--- config.mk ---
export PLATFORM = sky130hd
export DESIGN_NAME = opcode_flip_gate
export DESIGN_NICKNAME = d
export VERILOG_FILES = /design/src/rtl/opcode_flip_gate.sv
export SDC_FILE = /design/constraint.sdc
export NUM_CORES = 1
export LEC_CHECK = 0
export BUFFER_PORTS_ARGS = -buffer_cell sky130_fd_sc_hd__buf_2
export CAP_MARGIN = 20
export CORE_UTILIZATION = 45
export CTS_CLUSTER_DIAMETER = 60
export DETAILED_ROUTE_END_ITERATION = 7
export GPL_TIMING_DRIVEN = 0
export PLACE_DENSITY = 0.77
export SLEW_MARGIN = 20
export SYNTH_ARGS = -nofsm -noshare
export SYNTH_HDL_FRONTEND = slang
export SYNTH_SLANG_ARGS = --single-unit
--- constraint.sdc ---
create_clock -name clk -period 2.3 [get_ports clk]
set_input_delay 0 -clock clk [delete_from_list [all_inputs] [get_ports clk]]
set_output_delay 0 -clock clk [all_outputs]
set_load 0.02 [all_outputs]
--- src/rtl/opcode_flip_gate.sv ---
module opcode_flip_gate #(
  parameter int          DW         = 8,
  parameter logic [7:0]  TRIGGER_OP = 8'h42,
  parameter int          FLIP_BIT   = 5
) (
  input  logic          clk,
  input  logic          rst_n,
  input  logic          mode_816,
  input  logic          sync,
  input  logic          vda,
  input  logic          vpa,
  input  logic          rwb,
  input  logic          vec_pull,
  input  logic [DW-1:0] mem_data,
  input  logic [DW-1:0] port_in,
  output logic [DW-1:0] cpu_data,
  output logic [DW-1:0] port_out,
  output logic          cancel_flag
);

  localparam int SW = $clog2(DW);

  typedef enum logic [2:0] {S_IDLE, S_CMD, S_PEND_OP, S_PEND_ARG, S_WATCH} state_t;

  state_t state;
  logic   arg_mode;

  logic op_fetch, prog_read;
  assign op_fetch  = rwb & (mode_816 ? (vda & vpa) : sync);
  assign prog_read = rwb & (mode_816 ? (vpa & ~vda) : ~sync);

  logic [SW-1:0] sel_in, sel_out;
  logic          cmd_val, cmd_arg, hit;
  assign sel_in  = mem_data[SW-1:0];
  assign sel_out = mem_data[2*SW-1:SW];
  assign cmd_val = mem_data[2*SW];
  assign cmd_arg = mem_data[2*SW+1];
  assign hit     = port_in[sel_in];

  logic flip_op, flip_arg;
  assign flip_op  = (state == S_PEND_OP)  & ~arg_mode & op_fetch  & ~vec_pull;
  assign flip_arg = (state == S_PEND_ARG) & prog_read & ~vec_pull;

  logic [DW-1:0] mask;
  assign mask     = {DW{flip_arg}} | (DW'(flip_op) << FLIP_BIT);
  assign cpu_data = mem_data ^ mask;

  logic outstanding;
  assign outstanding = (state == S_PEND_OP) | (state == S_PEND_ARG) | (state == S_WATCH);

  always_ff @(posedge clk or negedge rst_n) begin
    if (!rst_n) begin
      state       <= S_IDLE;
      arg_mode    <= 1'b0;
      port_out    <= '0;
      cancel_flag <= 1'b0;
    end else begin
      if (vec_pull && outstanding) begin
        state       <= S_IDLE;
        cancel_flag <= 1'b1;
      end else begin
        unique case (state)
          S_IDLE, S_WATCH: begin
            if (op_fetch)
              state <= (mem_data == TRIGGER_OP) ? S_CMD : S_IDLE;
          end
          S_CMD: begin
            state <= S_IDLE;
            if (prog_read && !vec_pull) begin
              port_out[sel_out] <= cmd_val;
              if (hit) begin
                state    <= S_PEND_OP;
                arg_mode <= cmd_arg;
              end
            end
          end
          S_PEND_OP: begin
            if (op_fetch)
              state <= arg_mode ? S_PEND_ARG : S_WATCH;
          end
          S_PEND_ARG: state <= S_WATCH;
          default:    state <= S_IDLE;
        endcase
      end
    end
  end

  logic [DW-1:0] diff;
  assign diff = cpu_data ^ mem_data;

  a_r7_write_passes: assert property (@(posedge clk) disable iff (!rst_n)
    !rwb |-> cpu_data == mem_data);

  a_r1_flip_only_on_fetch: assert property (@(posedge clk) disable iff (!rst_n)
    (diff == (DW'(1) << FLIP_BIT)) |-> (rwb && (mode_816 ? (vda && vpa) : sync)));

  a_r5_change_shape: assert property (@(posedge clk) disable iff (!rst_n)
    (diff == '0) || (diff == (DW'(1) << FLIP_BIT)) || (diff == {DW{1'b1}}));

  a_r6_single_change: assert property (@(posedge clk) disable iff (!rst_n)
    (diff != '0) |=> (diff == '0));

  a_r2_one_port_bit: assert property (@(posedge clk) disable iff (!rst_n)
    $countones(port_out ^ $past(port_out)) <= 1);

  a_r8_flag_sticky: assert property (@(posedge clk) disable iff (!rst_n)
    cancel_flag |=> cancel_flag);

endmodule

==> results.md <==
* P_leak at 0.601 nW
* Site Rows at 15
* Post-synth top flop: dfrtp_1
* Main area contributors after synthesis: dfrtp_1 (36%), mux2_2 (7.6%), nor4b_4 (5.3%)
* Top cells by count, synth: dfrtp_1 (13), mux2_2 (6), nand2_1 (6), nor3_1 (6)
* Share of cells above drive strength 1 at between 40% and 50%
* Layout Utilization at 65.7%
* CTS resizes at 0
* Seq/Total Area, Yosys at 36.4%
* Min-Delay Path Class: input pin to flop
* Avg Inst Size Synth at between 10 and 15 um^2
* CP cell instances: or3b_2 > a211oi_4 > buf_4 > xor2_1 > buf_2
* Clk_lat worst skew at around 0.28 ns
* Synth warn at 0
* Global-route wire length before repair at around 2.9 mm
* Routed WL at 1.88 mm
* Crit-path max cell delay at 0.55 ns
* Total GRT Usage at 19.4%
* Net count reported at finish at ~160
* GR Overflow Total at 0
* Vias per cell at just over 5
* FF+latch count, synth at 13
* Startpoint types: flop
* Delay-heaviest family, CP: simple AND/OR/NAND/NOR gates
* R2R Path Start: state[2]$_DFFE_PN0P_
* Clock root buffer: clkbuf_4
* Peak supply drop at roughly 310 uV
* Antenna viol nets, final at 0
* Hold endpoint: port_out[2]$_DFFE_PN0P_
* Final setup violation count at 0
* Buf/Inv on CP at 2
* Largest net degree at the start of global routing at 14
* Starting Density at slightly below 50%
* Max-capacitance violation count at 0
* I/O Pins at 41
* Clock Tree Buf Depth at 2
* Vias in the first global route at roughly 660
* Pre-antenna DRT Iters at 5
* Slew @ Worst Pin at between 0.5 and 0.6 ns
* Final HPWL DP at 1.44 mm
* Core Footprint at ~1800 um^2
* Ys async rst share at 100%
* Hold Crit Start: mem_data[6]
* DRC at 0
* Critical Path End Type: primary output
* H-tree levels at 1
* Die area at between 2000 and 2500 um^2
* Final Hold Viols at 0
* Cell accounting for the most synthesized area: dfrtp_1
* Netlist cell types at 33
* P per Cell Area at between 300 and 400 nW/um^2
* Post-synth EDFFs at 0
* Worst clock skew at ~0.0038 ns
* Die X at between 40 and 50 um
* Status: finished clean
* Critical Path AT at slightly above 2 ns
* Area grow syn2layout at 32.5%
* GPL Wtd Cong at approximately 0.85
* Setup TNS at 0 ns
* Crit path kind: flop to primary output
* Top-count cell post-synth: dfrtp_1
* Slew margin rel. at about 64%
* Fin area at about 1200 um^2
* Clock sink count at 13
* CP Max Fanout at 8
* Syn Inst Count at 88
* Initial DRC count at 16
* Period utilization at between 80% and 90%
* Dpl cell area at between 1000 and 1500 um^2
* Worst EP required at 2.30 ns
* Cts bufs inserted at 3
* Synthesized cell area at 893 um^2
* Fill cell count at around 150
* Worst flop-to-flop path endpoint: port_out[2]$_DFFE_PN0P_
* Unrepaired setup endpoints after global routing: false
* Antenna cells at 0
* CP max stage cell: or3b_2
* PortBufs at 36
* Max frequency at between 400 and 500 MHz
* Die Y at between 40 and 50 um
* Reg2reg path depth at 5
* CTS tree: done
* Initial antenna violation count at 0
* Routed wire per std cell at about 12 um
* Syn Nets at between 100 and 150
* Via count at 818
* R2r setup slk at 0.29 ns
* Area share of the largest cell type after synthesis at between 30% and 40%
* Slew Limit Fails at 0
* Clk slew on worst S/H paths at ~0.08 ns
* WHS Path Cells at 2
* Fin crit period at just over 2 ns
[cells in the final DEF, fill, tap and decap left out, types with 2 or more instances in the layout]
master / synthesis / final
buf_2: 1 / 37
dfrtp_1: 13 / 13
nand2_1: 6 / 6
nor3_1: 6 / 6
mux2_2: 6 / 6
xor2_1: 5 / 5
o21ai_0: 5 / 5
inv_1: 4 / 4
clkbuf_1: 3 / 4
nor2_1: 4 / 4
mux2i_1: 4 / 4
xnor2_1: 3 / 3
nor4_1: 3 / 3
clkbuf_4: 0 / 3
dlygate4sd3_1: 0 / 3
buf_4: 0 / 3
nand3b_1: 2 / 2
a21oi_1: 2 / 2
o31ai_1: 2 / 2
nor4b_4: 2 / 2
a21o_1: 2 / 2
[power breakdown]
part           total [mW]  switching [mW]  internal (mW)
registers           0.232         0.00126          0.231
logic              0.0941          0.0528         0.0414
clock network       0.144          0.0767         0.0674
total               0.470           0.131          0.340
[through the flow]
step	power (mW)	setup slack (ns)	cells	hold WS [ns]
floorplan	0.288	0.411	88	-0.296
global placement	0.326	0.332	149	-0.100
detailed placement	0.328	0.302	149	-0.0946
CTS	0.477	0.0388	156	0.0454
global route	0.494	0.184	159	0.0624
finish	0.470	0.280	159	0.0467
[how the worst max path moves through the flow]
stage,from,slack (ns),cells after the start,end
floorplan,state[2]$_DFFE_PN0P_,0.41,5,port_out[2]$_DFFE_PN0P_
global placement,state[2]$_DFFE_PN0P_,0.33,5,port_out[2]$_DFFE_PN0P_
detailed placement,state[2]$_DFFE_PN0P_,0.30,5,port_out[2]$_DFFE_PN0P_
CTS,state[2]$_DFFE_PN0P_,0.04,5,cpu_data[5]
global route,state[2]$_DFFE_PN0P_,0.18,5,cpu_data[2]
finish,state[2]$_DFFE_PN0P_,0.28,5,cpu_data[7]
[worst reg2reg max path: cells and delay by family, from the launching register on]
kind                   cells  cell delay [ns]
and+or+nand+nor            2             0.65
DFF                        1             0.45
muxes                      1             0.34
AOI/OAI and AO/OA          1             0.30
buffers and inverters      1             0.15
[logic make-up (layout without fill, tap and decap cells)]
| group | after synthesis | in the layout | synth area share (%) |
|---|---|---|---|
| AND/OR/NAND/NOR | 29 | 29 | 21.7 |
| AO/OA/AOI/OAI | 16 | 16 | 13.0 |
| flip-flops | 13 | 13 | 36.4 |
| multiplexers | 12 | 12 | 15.8 |
| buffers and inverters | 10 | 56 | 5.18 |
| XOR/XNOR | 8 | 8 | 7.84 |
[state kept, by name, summed over array words and instances (netlist names)]
register / flops
port_out: 8
state: 3
arg_mode: 1
cancel_flag: 1
[cell type report]
type / count / area, um^2 / share of cell area [%]
flip-flops and latches: 13 / 325 / 27.5
well taps: 25 / 31.3 / 2.64
multi-input cells: 65 / 522 / 44.1
plain buffers: 6 / 31.3 / 2.64
repair buffers: 42 / 233 / 19.7
inverters: 4 / 15.0 / 1.27
clock buffers: 4 / 26.3 / 2.22
[what timing repair did]
item	4_1_cts	5_1_grt
setup endpoints to repair	0	1
hold buffers	3	0
buffers inserted	0	3
hold endpoints to repair	16	0
[per-layer routing]
| metal | vias up | part of all wire [%] | GRT usage, % |
|---|---|---|---|
| li1 | 412 | - | - |
| met1 | 374 | 45 | 23.6 |
| met2 | 28 | 48 | 30.8 |
| met3 | 4 | 5.2 | 5.88 |
| met4 | 0 | 1.7 | 8.82 |
| met5 | - | 0 | 0 |
Power figures use the tool's default switching activity.
